===== config.mk =====
export PLATFORM = sky130hd
export DESIGN_NAME = pirq_steer
export DESIGN_NICKNAME = d
export VERILOG_FILES = /design/src/rtl/pirq_steer.sv
export SDC_FILE = /design/constraint.sdc
export NUM_CORES = 1
export LEC_CHECK = 0
export ABC_AREA = 1
export BUFFER_PORTS_ARGS = -buffer_cell sky130_fd_sc_hd__buf_2
export CORE_MARGIN = 2
export CORE_UTILIZATION = 40
export DETAILED_ROUTE_END_ITERATION = 7
export GPL_ROUTABILITY_DRIVEN = 0
export RECOVER_POWER = 50
export SYNTH_ARGS = -nofsm -noshare
export SYNTH_HDL_FRONTEND = slang
export SYNTH_SLANG_ARGS = --single-unit

===== constraint.sdc =====
create_clock -name clk -period 2.6 [get_ports clk]
set_input_delay 0.26 -clock clk [delete_from_list [all_inputs] [get_ports clk]]
set_output_delay 0.26 -clock clk [all_outputs]
set_load 0.01 [all_outputs]

===== src/rtl/pirq_steer.sv =====
module pirq_steer #(
  parameter int NIRQ = 16,
  parameter logic [7:0] ROUTE_BASE = 8'h60
) (
  input  logic        clk,
  input  logic        rst,
  input  logic [3:0]  pirq_lvl,
  input  logic        cfg_wr,
  input  logic [7:0]  cfg_addr,
  input  logic [31:0] cfg_wdata,
  input  logic [3:0]  cfg_be,
  output logic [31:0] cfg_rdata,
  output logic [NIRQ-1:0] irq_out,
  input  logic [4:0]  slot,
  input  logic [1:0]  intx_pin,
  output logic [1:0]  pirq_idx,
  input  logic [1:0]  q_pin,
  output logic        q_en,
  output logic [$clog2(NIRQ)-1:0] q_irq
);
  localparam int IRQW = $clog2(NIRQ);
  localparam int MAPW = NIRQ * 4;
  localparam logic [7:0] LIMIT = 8'(NIRQ);
  localparam logic [5:0] BASE_DW = ROUTE_BASE[7:2];

  logic [3:0][7:0] route_q, route_d;
  logic [MAPW-1:0] lvl_map, map_d;
  logic            wr_hit;

  assign wr_hit = cfg_wr && (cfg_addr[7:2] == BASE_DW) && (|cfg_be);

  always_comb begin
    for (int i = 0; i < 4; i++)
      route_d[i] = (wr_hit && cfg_be[i]) ? cfg_wdata[8*i +: 8] : route_q[i];
  end

  always_comb begin
    logic [IRQW+1:0] idx;
    map_d = wr_hit ? '0 : lvl_map;
    for (int p = 0; p < 4; p++) begin
      idx = {route_d[p][IRQW-1:0], 2'(p)};
      if (route_d[p] < LIMIT) map_d[idx] = pirq_lvl[p];
    end
  end

  always_ff @(posedge clk) begin
    if (rst) begin
      route_q <= {4{8'h80}};
      lvl_map <= '0;
    end else begin
      route_q <= route_d;
      lvl_map <= map_d;
    end
  end

  for (genvar n = 0; n < NIRQ; n++) begin : g_or
    assign irq_out[n] = |lvl_map[4*n +: 4];
  end

  assign cfg_rdata = (cfg_addr[7:2] == BASE_DW) ? route_q : 32'h0;
  assign pirq_idx  = intx_pin + slot[1:0] + 2'd3;
  assign q_en      = route_q[q_pin] < LIMIT;
  assign q_irq     = q_en ? route_q[q_pin][IRQW-1:0] : '0;
endmodule


==> impl_metrics.xml, run 1 <==
<?xml version="1.0" encoding="UTF-8"?>
<metrics>
  <group name="setup_path">
    <metric name="worst_ep_required_time" unit="ns">2.34</metric>
    <metric name="path_max_fanout" unit="">32</metric>
    <metric name="reg2reg_setup_slack" unit="ns">1.21</metric>
    <metric name="critPathKind" unit="">primary input to output pin</metric>
    <metric name="timing.critical_path.arrival" unit="ns">1.98</metric>
    <metric name="crit_path_end_kind" unit="">output pin</metric>
    <metric name="crit_path_start_kind" unit="">primary input</metric>
  </group>
  <group name="drt">
    <metric name="route.detailed.vias_per_inst" unit="">4.86</metric>
    <metric name="routed-via-count" unit="">5975</metric>
    <metric name="detailedRoute.firstPassIterationCount" unit="">6</metric>
    <metric name="wl" unit="um">17400</metric>
    <metric name="drc" unit="">0</metric>
    <metric name="post_drt_antenna_nets" unit="">0</metric>
    <metric name="routedWlPerCell" unit="um">14.2</metric>
    <metric name="iteration_0_drc_markers" unit="">477</metric>
  </group>
  <group name="sta">
    <metric name="setup-tns-final" unit="ns">0</metric>
    <metric name="fmaxAchievable" unit="GHz">0.447</metric>
    <metric name="fin_skew" unit="ns">0.00620</metric>
    <metric name="worstMarginPinSlew" unit="ns">1.44</metric>
    <metric name="timing.max_slew.rel_slack" unit="%">4.16</metric>
    <metric name="fin_crit_sh" unit="%">86.0</metric>
    <metric name="finalSetupViolCount" unit="">0</metric>
    <metric name="final_max_slew_viol_count" unit="">0</metric>
    <metric name="rsz_0062_raised_after_global_routing" unit="">false</metric>
    <metric name="layout_setup_ws" unit="ns">0.365</metric>
    <metric name="hold_vio_cnt_final" unit="">0</metric>
    <metric name="finalCriticalPeriod" unit="ns">2.24</metric>
  </group>
  <group name="floorplan">
    <metric name="core.rowCount" unit="">43</metric>
    <metric name="dieArea" unit="um^2">15300</metric>
    <metric name="design.core.area" unit="um^2">13900</metric>
    <metric name="floorplan.io_pins" unit="">115</metric>
    <metric name="floorplan.initialDensity" unit="%">41.0</metric>
    <metric name="die_x" unit="um">124</metric>
    <metric name="chipHeight" unit="um">124</metric>
  </group>
  <group name="pwr">
    <metric name="p_seq_share" unit="%">50.3</metric>
    <metric name="comb_power_share" unit="%">7.2</metric>
    <metric name="ir_drop" unit="V">0.000356</metric>
    <metric name="power.share.clock" unit="%">42.5</metric>
    <metric name="powerDensity" unit="nW/um^2">447</metric>
    <metric name="switching_share" unit="%">24.2</metric>
    <metric name="total_power" unit="uW">2930</metric>
    <metric name="power.leakage" unit="uW">0.00291</metric>
    <metric name="switching_power" unit="uW">709</metric>
    <metric name="internal_power" unit="uW">2220</metric>
  </group>
  <group name="yosys">
    <metric name="synth.avg_cell_area" unit="um^2">5.97</metric>
    <metric name="mappedNetlistArea" unit="um^2">5720</metric>
    <metric name="syn_nets" unit="">1018</metric>
    <metric name="synth_seq_cells" unit="">96</metric>
    <metric name="yosys.area.top_type" unit="">sky130_fd_sc_hd__dfxtp_1</metric>
    <metric name="post_synthesis_sequential_area_ratio" unit="%">33.6</metric>
    <metric name="post_synth_num_cell_types" unit="">23</metric>
    <metric name="synth_largest_type_area_fraction" unit="%">33.6</metric>
    <metric name="synthCells" unit="">957</metric>
    <metric name="synth.yosys.warnings" unit="">0</metric>
    <metric name="synth_area_leaders" unit="">sky130_fd_sc_hd__dfxtp_1 (34%), sky130_fd_sc_hd__nor2_1 (17%), sky130_fd_sc_hd__nand2_1 (14%)</metric>
  </group>
  <group name="global_route">
    <metric name="via_count_of_the_first_global_routing_pass" unit="">5400</metric>
    <metric name="grt_pass1_wl" unit="um">27400</metric>
    <metric name="grt_antenna_before_repair" unit="">0</metric>
    <metric name="grt.overflow.total" unit="">0</metric>
    <metric name="grt.total_usage" unit="%">23.6</metric>
    <metric name="grt_max_degree" unit="">65</metric>
  </group>
  <group name="cts">
    <metric name="deepest_level_of_the_cts_h_tree" unit="">3</metric>
    <metric name="post-cts-setup-buffers" unit="">0</metric>
    <metric name="clock-root-buffer" unit="">sky130_fd_sc_hd__clkbuf_16</metric>
    <metric name="numClockSinks" unit="">96</metric>
    <metric name="post_cts_resize_count" unit="">0</metric>
    <metric name="cts_tree" unit="">done</metric>
    <metric name="ctsLongestPathBuffers" unit="">2</metric>
    <metric name="clk_latency" unit="ns">0.35</metric>
    <metric name="numCtsBuffers" unit="">9</metric>
    <metric name="cts.reportedPaths.clkPinSlew" unit="ns">0.07</metric>
    <metric name="ctsHoldBuffers" unit="">0</metric>
  </group>
  <group name="job">
    <metric name="max-cap-violations" unit="">0</metric>
  </group>
  <group name="placed_design">
    <metric name="post-place-ws" unit="ns">0.264</metric>
    <metric name="port_buffers" unit="">109</metric>
    <metric name="place_hpwl" unit="um">12600</metric>
  </group>
  <group name="layout">
    <metric name="finalNetCount" unit="">1105</metric>
    <metric name="antenna_cells" unit="">0</metric>
    <metric name="areaGrowthSynthToFinish" unit="%">14.6</metric>
    <metric name="post_route_cells_drive_above_1_share" unit="%">9.44</metric>
    <metric name="finish.utilization" unit="%">47.0</metric>
    <metric name="filler_cell_count_in_the_final_layout" unit="">1590</metric>
    <metric name="layout_common_cells" unit="">sky130_fd_sc_hd__nor2_1 (256), sky130_fd_sc_hd__nand2_1 (210), sky130_fd_sc_hd__inv_1 (112), sky130_fd_sc_hd__dfxtp_1 (96), sky130_fd_sc_hd__nand3_1 (90)</metric>
    <metric name="mostFrequentLayoutCell" unit="">sky130_fd_sc_hd__nor2_1</metric>
  </group>
  <group name="min_path">
    <metric name="worstHoldPathType" unit="">primary input to flop</metric>
  </group>
  <group name="status">
    <metric name="outcome" unit="">complete, no violations</metric>
  </group>
</metrics>
-- synth_stat cells --
cell,count
sky130_fd_sc_hd__a21oi_1,76
sky130_fd_sc_hd__buf_1,4
sky130_fd_sc_hd__buf_2,11
sky130_fd_sc_hd__buf_4,4
sky130_fd_sc_hd__buf_6,13
sky130_fd_sc_hd__clkbuf_1,18
sky130_fd_sc_hd__dfxtp_1,96
sky130_fd_sc_hd__ha_1,1
sky130_fd_sc_hd__inv_1,112
sky130_fd_sc_hd__inv_2,2
sky130_fd_sc_hd__nand2_1,210
sky130_fd_sc_hd__nand2_2,1
sky130_fd_sc_hd__nand3_1,89
sky130_fd_sc_hd__nand3_2,1
sky130_fd_sc_hd__nand3b_1,27
sky130_fd_sc_hd__nand4_1,16
sky130_fd_sc_hd__nor2_1,256
sky130_fd_sc_hd__nor2_2,1
sky130_fd_sc_hd__nor2_4,5
sky130_fd_sc_hd__nor3_1,2
sky130_fd_sc_hd__o21ai_0,8
sky130_fd_sc_hd__o311ai_0,2
sky130_fd_sc_hd__xnor2_1,2
-- per-layer routing --
| layer | GRT usage [%] | wire length (um) |
|---|---|---|
| met5 | 0 | 0 |
| met4 | 6.96 | 351 |
| met2 | 39.0 | 8050 |
| met1 | 30.9 | 7960 |
| met3 | 5.03 | 1080 |
-- power groups by stage --
stage	combinational [uW]	clock, uW	sequential (uW)
2_1_floorplan	118	0	1510
3_3_place_gp	211	0	1510
3_5_place_dp	212	0	1510
4_1_cts	213	1280	1470
5_1_grt	234	1350	1470
6_report	211	1250	1470
-- layout make-up --
class	count	area, um^2	share of cell area [%]
Clock buffer	13	250	3.82
Clock inverter	3	17.5	0.267
Inverter	114	428	6.53
Multi-Input combinational cell	697	3050	46.5
Sequential cell	96	1920	29.3
Tap cell	180	225	3.44
Timing Repair Buffer	126	659	10.1
-- state kept, by name, indices dropped and copies added (netlist names) --
| signal | flops |
|---|---|
| route_q | 32 |
| lvl_map | 64 |
-- stage by stage --
stage / instances / hold WS [ns] / instance area [um^2]
4_1_cts: 1229 / 0.190 / 6620
2_1_floorplan: 957 / 0.452 / 5720
6_report: 1229 / 0.205 / 6550
3_3_place_gp: 1213 / 0.537 / 6350
3_5_place_dp: 1213 / 0.548 / 6350
5_1_grt: 1229 / 0.202 / 6550
-- kinds of logic (layout without fill, tap and decap cells) --
logic type,after synthesis,in the layout,synth area share (%)
and+or+nand+nor,608,608,45.2
buffers and inverters,164,256,13.0
DFF,96,96,33.6
AOI/OAI and AO/OA,86,86,7.66
xor gates and xnor gates,2,2,0.306
adders and majority gates,1,1,0.219
-- worst max-delay path: stages --
cell and delay (ns):
sky130_fd_sc_hd__buf_2 0.10, sky130_fd_sc_hd__inv_2 0.04, sky130_fd_sc_hd__nor2_2 0.03, sky130_fd_sc_hd__nand3_1 0.13
sky130_fd_sc_hd__clkbuf_1 1.07, sky130_fd_sc_hd__nor2_1 0.13, sky130_fd_sc_hd__clkbuf_1 0.20
-- path summary, 6_finish.rpt --
check / from / to / depth (start not counted)
hold reg to reg: route_q[23]$_SDFF_PP1_ / route_q[23]$_SDFF_PP1_ / 4
setup / recovery: cfg_addr[6] / cfg_rdata[2] / 7
hold / removal: rst / route_q[31]$_SDFF_PP1_ / 3
setup reg to reg: route_q[6]$_SDFF_PP0_ / lvl_map[4]$_SDFF_PP0_ / 9
Note: power is estimated with default switching activity, not from simulation.
==> run 2: changes to the inputs <==
--- a/config.mk
+++ b/config.mk
@@ -5,12 +5,13 @@
 export SDC_FILE = /design/constraint.sdc
 export NUM_CORES = 1
 export LEC_CHECK = 0
-export ABC_AREA = 1
+export ABC_AREA = 0
 export BUFFER_PORTS_ARGS = -buffer_cell sky130_fd_sc_hd__buf_2
 export CORE_MARGIN = 2
 export CORE_UTILIZATION = 40
 export DETAILED_ROUTE_END_ITERATION = 7
 export GPL_ROUTABILITY_DRIVEN = 0
+export PLACE_DENSITY = 0.58
 export RECOVER_POWER = 50
 export SYNTH_ARGS = -nofsm -noshare
 export SYNTH_HDL_FRONTEND = slang
==> run 2 against run 1 <==
  * Worst setup slack worse by 0.30 ns
  * Critical endpoint is now q_irq[1]
  * Hold slack worse by 0.055 ns
  * Maximum frequency down 12%
  * Total power down 0.97%
  * Via count down 16%
  * Sequential share of layout area up 0.29 points
  * Synthesized cell count down 33%
  * Cell count down 25%
==> impl_metrics.xml, run 2 <==
<?xml version="1.0" encoding="UTF-8"?>
<metrics>
  <group name="sta">
    <metric name="fin_skew" unit="ns">0.00800</metric>
    <metric name="fin_crit_sh" unit="%">97.5</metric>
    <metric name="finalSetupViolCount" unit="">0</metric>
    <metric name="fmaxAchievable" unit="GHz">0.395</metric>
    <metric name="timing.max_slew.rel_slack" unit="%">22.5</metric>
    <metric name="final_max_slew_viol_count" unit="">0</metric>
    <metric name="finalCriticalPeriod" unit="ns">2.53</metric>
    <metric name="worstMarginPinSlew" unit="ns">1.16</metric>
    <metric name="hold_vio_cnt_final" unit="">0</metric>
    <metric name="rsz_0062_raised_after_global_routing" unit="">false</metric>
    <metric name="setup-tns-final" unit="ns">0</metric>
  </group>
  <group name="job">
    <metric name="max-cap-violations" unit="">0</metric>
  </group>
  <group name="min_path">
    <metric name="worstHoldPathType" unit="">primary input to flop</metric>
  </group>
  <group name="yosys">
    <metric name="synth_largest_type_area_fraction" unit="%">34.2</metric>
    <metric name="post_synthesis_sequential_area_ratio" unit="%">34.2</metric>
    <metric name="yosys.area.top_type" unit="">sky130_fd_sc_hd__dfxtp_1</metric>
    <metric name="share_of_async_settable_or_async_resettable_flops_after_synthesis" unit="%">0</metric>
    <metric name="syn_nets" unit="">701</metric>
    <metric name="synthCells" unit="">640</metric>
    <metric name="synth_area_leaders" unit="">sky130_fd_sc_hd__dfxtp_1 (34%), sky130_fd_sc_hd__mux2i_1 (15%), sky130_fd_sc_hd__nand2_1 (6.8%)</metric>
    <metric name="mappedNetlistArea" unit="um^2">5620</metric>
    <metric name="synthTopCellsByCount" unit="">sky130_fd_sc_hd__nand2_1 (102), sky130_fd_sc_hd__dfxtp_1 (96), sky130_fd_sc_hd__mux2i_1 (86), sky130_fd_sc_hd__nor2_1 (41), sky130_fd_sc_hd__and2_1 (34)</metric>
    <metric name="synth.yosys.warnings" unit="">0</metric>
    <metric name="synth.avg_cell_area" unit="um^2">8.79</metric>
    <metric name="post_synth_num_cell_types" unit="">50</metric>
    <metric name="synth_enable_flop_cells" unit="">0</metric>
    <metric name="post-synth-top-count-cell" unit="">sky130_fd_sc_hd__nand2_1</metric>
    <metric name="synth_ff_type" unit="">sky130_fd_sc_hd__dfxtp_1</metric>
    <metric name="synth_seq_cells" unit="">96</metric>
  </group>
  <group name="cts">
    <metric name="numCtsBuffers" unit="">9</metric>
    <metric name="clk_latency" unit="ns">0.35</metric>
    <metric name="post_cts_resize_count" unit="">0</metric>
    <metric name="ctsLongestPathBuffers" unit="">2</metric>
    <metric name="numClockSinks" unit="">96</metric>
    <metric name="deepest_level_of_the_cts_h_tree" unit="">3</metric>
    <metric name="cts_tree" unit="">done</metric>
    <metric name="clock-root-buffer" unit="">sky130_fd_sc_hd__clkbuf_16</metric>
    <metric name="ctsHoldBuffers" unit="">0</metric>
    <metric name="cts.reportedPaths.clkPinSlew" unit="ns">0.06</metric>
    <metric name="post-cts-setup-buffers" unit="">0</metric>
  </group>
  <group name="floorplan">
    <metric name="floorplan.initialDensity" unit="%">40.7</metric>
    <metric name="die_x" unit="um">123</metric>
    <metric name="core.rowCount" unit="">43</metric>
    <metric name="floorplan.io_pins" unit="">115</metric>
    <metric name="design.core.area" unit="um^2">13800</metric>
    <metric name="dieArea" unit="um^2">15000</metric>
    <metric name="chipHeight" unit="um">123</metric>
  </group>
  <group name="layout">
    <metric name="mostFrequentLayoutCell" unit="">sky130_fd_sc_hd__nand2_1</metric>
    <metric name="largestRegisters" unit="">lvl_map (64), route_q (32)</metric>
    <metric name="antenna_cells" unit="">0</metric>
    <metric name="layout_common_cells" unit="">sky130_fd_sc_hd__nand2_1 (102), sky130_fd_sc_hd__dfxtp_1 (96), sky130_fd_sc_hd__buf_2 (92), sky130_fd_sc_hd__mux2i_1 (86), sky130_fd_sc_hd__nor2_1 (41)</metric>
    <metric name="filler_cell_count_in_the_final_layout" unit="">1366</metric>
    <metric name="areaGrowthSynthToFinish" unit="%">15.4</metric>
    <metric name="stdcell_area" unit="um^2">6490</metric>
    <metric name="largest_register_ffs" unit="">64</metric>
    <metric name="post_route_cells_drive_above_1_share" unit="%">20.6</metric>
    <metric name="finalNetCount" unit="">799</metric>
    <metric name="finish.cell_count_without_fillers" unit="">922</metric>
    <metric name="largest_register" unit="">lvl_map</metric>
  </group>
  <group name="pwr">
    <metric name="switching_power" unit="uW">691</metric>
    <metric name="total_power" unit="uW">2900</metric>
    <metric name="ir_drop" unit="V">0.000330</metric>
    <metric name="switching_share" unit="%">23.8</metric>
    <metric name="comb_power_share" unit="%">6.4</metric>
    <metric name="p_seq_share" unit="%">50.7</metric>
    <metric name="internal_power" unit="uW">2210</metric>
    <metric name="power.leakage" unit="uW">0.00264</metric>
    <metric name="powerDensity" unit="nW/um^2">447</metric>
    <metric name="power.share.clock" unit="%">42.8</metric>
  </group>
  <group name="global_route">
    <metric name="grt.overflow.total" unit="">0</metric>
    <metric name="via_count_of_the_first_global_routing_pass" unit="">4762</metric>
    <metric name="grt_pass1_wl" unit="um">24600</metric>
    <metric name="grt_max_degree" unit="">65</metric>
    <metric name="grt_antenna_before_repair" unit="">0</metric>
    <metric name="grt.total_usage" unit="%">21.4</metric>
  </group>
  <group name="setup_path">
    <metric name="library_cell_contributing_the_largest_single_delay_on_the_critical_path" unit="">sky130_fd_sc_hd__or4_1</metric>
    <metric name="worst_ep_required_time" unit="ns">2.34</metric>
    <metric name="critical_path.max_stage_delay" unit="ns">0.68</metric>
    <metric name="path_cells" unit="">or4_1 &gt; mux4_2 &gt; nor2b_1 &gt; buf_2</metric>
    <metric name="crit_path_end_kind" unit="">output pin</metric>
    <metric name="critPathKind" unit="">flop to output pin</metric>
    <metric name="timing.critical_path.arrival" unit="ns">2.27</metric>
    <metric name="crit_path_start_kind" unit="">flop</metric>
    <metric name="path_max_fanout" unit="">6</metric>
  </group>
  <group name="drt">
    <metric name="detailedRoute.firstPassIterationCount" unit="">5</metric>
    <metric name="route.detailed.vias_per_inst" unit="">5.42</metric>
    <metric name="routedWlPerCell" unit="um">17.1</metric>
    <metric name="post_drt_antenna_nets" unit="">0</metric>
    <metric name="routed-via-count" unit="">4996</metric>
    <metric name="iteration_0_drc_markers" unit="">252</metric>
    <metric name="drc" unit="">0</metric>
    <metric name="wl" unit="um">15700</metric>
  </group>
  <group name="placed_design">
    <metric name="port_buffers" unit="">109</metric>
    <metric name="instance_area_after_placement" unit="um^2">6290</metric>
    <metric name="place_hpwl" unit="um">11900</metric>
    <metric name="placed_cells_incl_taps" unit="">907</metric>
  </group>
  <group name="status">
    <metric name="outcome" unit="">complete, no violations</metric>
  </group>
</metrics>
run 2: power by group through the flow:
| stage | registers, uW | logic (uW) | clock network (uW) |
|---|---|---|---|
| 6_report | 1470 | 187 | 1240 |
| 5_1_grt | 1470 | 204 | 1320 |
| 4_1_cts | 1470 | 191 | 1270 |
| 3_5_place_dp | 1510 | 191 | 0 |
| 3_3_place_gp | 1510 | 186 | 0 |
| 2_1_floorplan | 1510 | 100 | 0 |
run 2: worst paths after layout:
kind                                from                endpoint  slack [ns]  cells past startpoint
hold reg to reg   lvl_map[49]$_SDFF_PP0_  lvl_map[49]$_SDFF_PP0_        0.46                      2
setup / recovery  route_q[31]$_SDFF_PP1_                q_irq[1]        0.07                      4
hold / removal             cfg_wdata[31]  route_q[31]$_SDFF_PP1_        0.15                      3
setup reg to reg  route_q[31]$_SDFF_PP1_  lvl_map[43]$_SDFF_PP0_        0.69                      5
run 2: routing by layer:
metal / global-route usage [%] / routed length [um] / share of wire, %
met5: 0 / 0 / 0
met4: 7.47 / 289 / 1.8
met3: 3.02 / 600 / 3.8
met2: 36.7 / 7570 / 48
met1: 27.3 / 7290 / 46
run 2: logic make-up after synthesis:
group,count (synthesis),synth area share [%]
buffers and inverters,45,4.74
multiplexers,106,20.4
AND/OR/NAND/NOR,298,28.8
flip-flops,96,34.2
XOR/XNOR,2,0.312
adder cells (fa/ha/maj),1,0.222
AO/OA/AOI/OAI,92,11.3
run 2: cell type report:
class / count / area [um^2] / area share (%)
Clock buffer: 11 / 243 / 3.74
Clock inverter: 4 / 30.0 / 0.463
Inverter: 6 / 22.5 / 0.347
Multi-Input combinational cell: 499 / 3400 / 52.5
Sequential cell: 96 / 1920 / 29.6
Tap cell: 180 / 225 / 3.47
Timing Repair Buffer: 126 / 642 / 9.89
run 2: worst max-delay path: cells and delay by family (launching register included):
kind	cells	cell delay, ns
DFF	1	0.32
buffers and inverters	1	0.16
and+or+nand+nor	2	0.87
muxes	1	0.58
run 2: stage by stage:
| stage | util, % | setup WS, ns | hold slack, ns |
|---|---|---|---|
| after floorplan | - | 0.572 | 0.378 |
| after global placement | 45.5 | 0.226 | 0.439 |
| after detailed placement | 45.5 | 0.209 | 0.445 |
| after CTS | 47.5 | 0.0786 | 0.140 |
| after global routing | 46.9 | 0.00790 | 0.155 |
| final | 46.9 | 0.0652 | 0.150 |
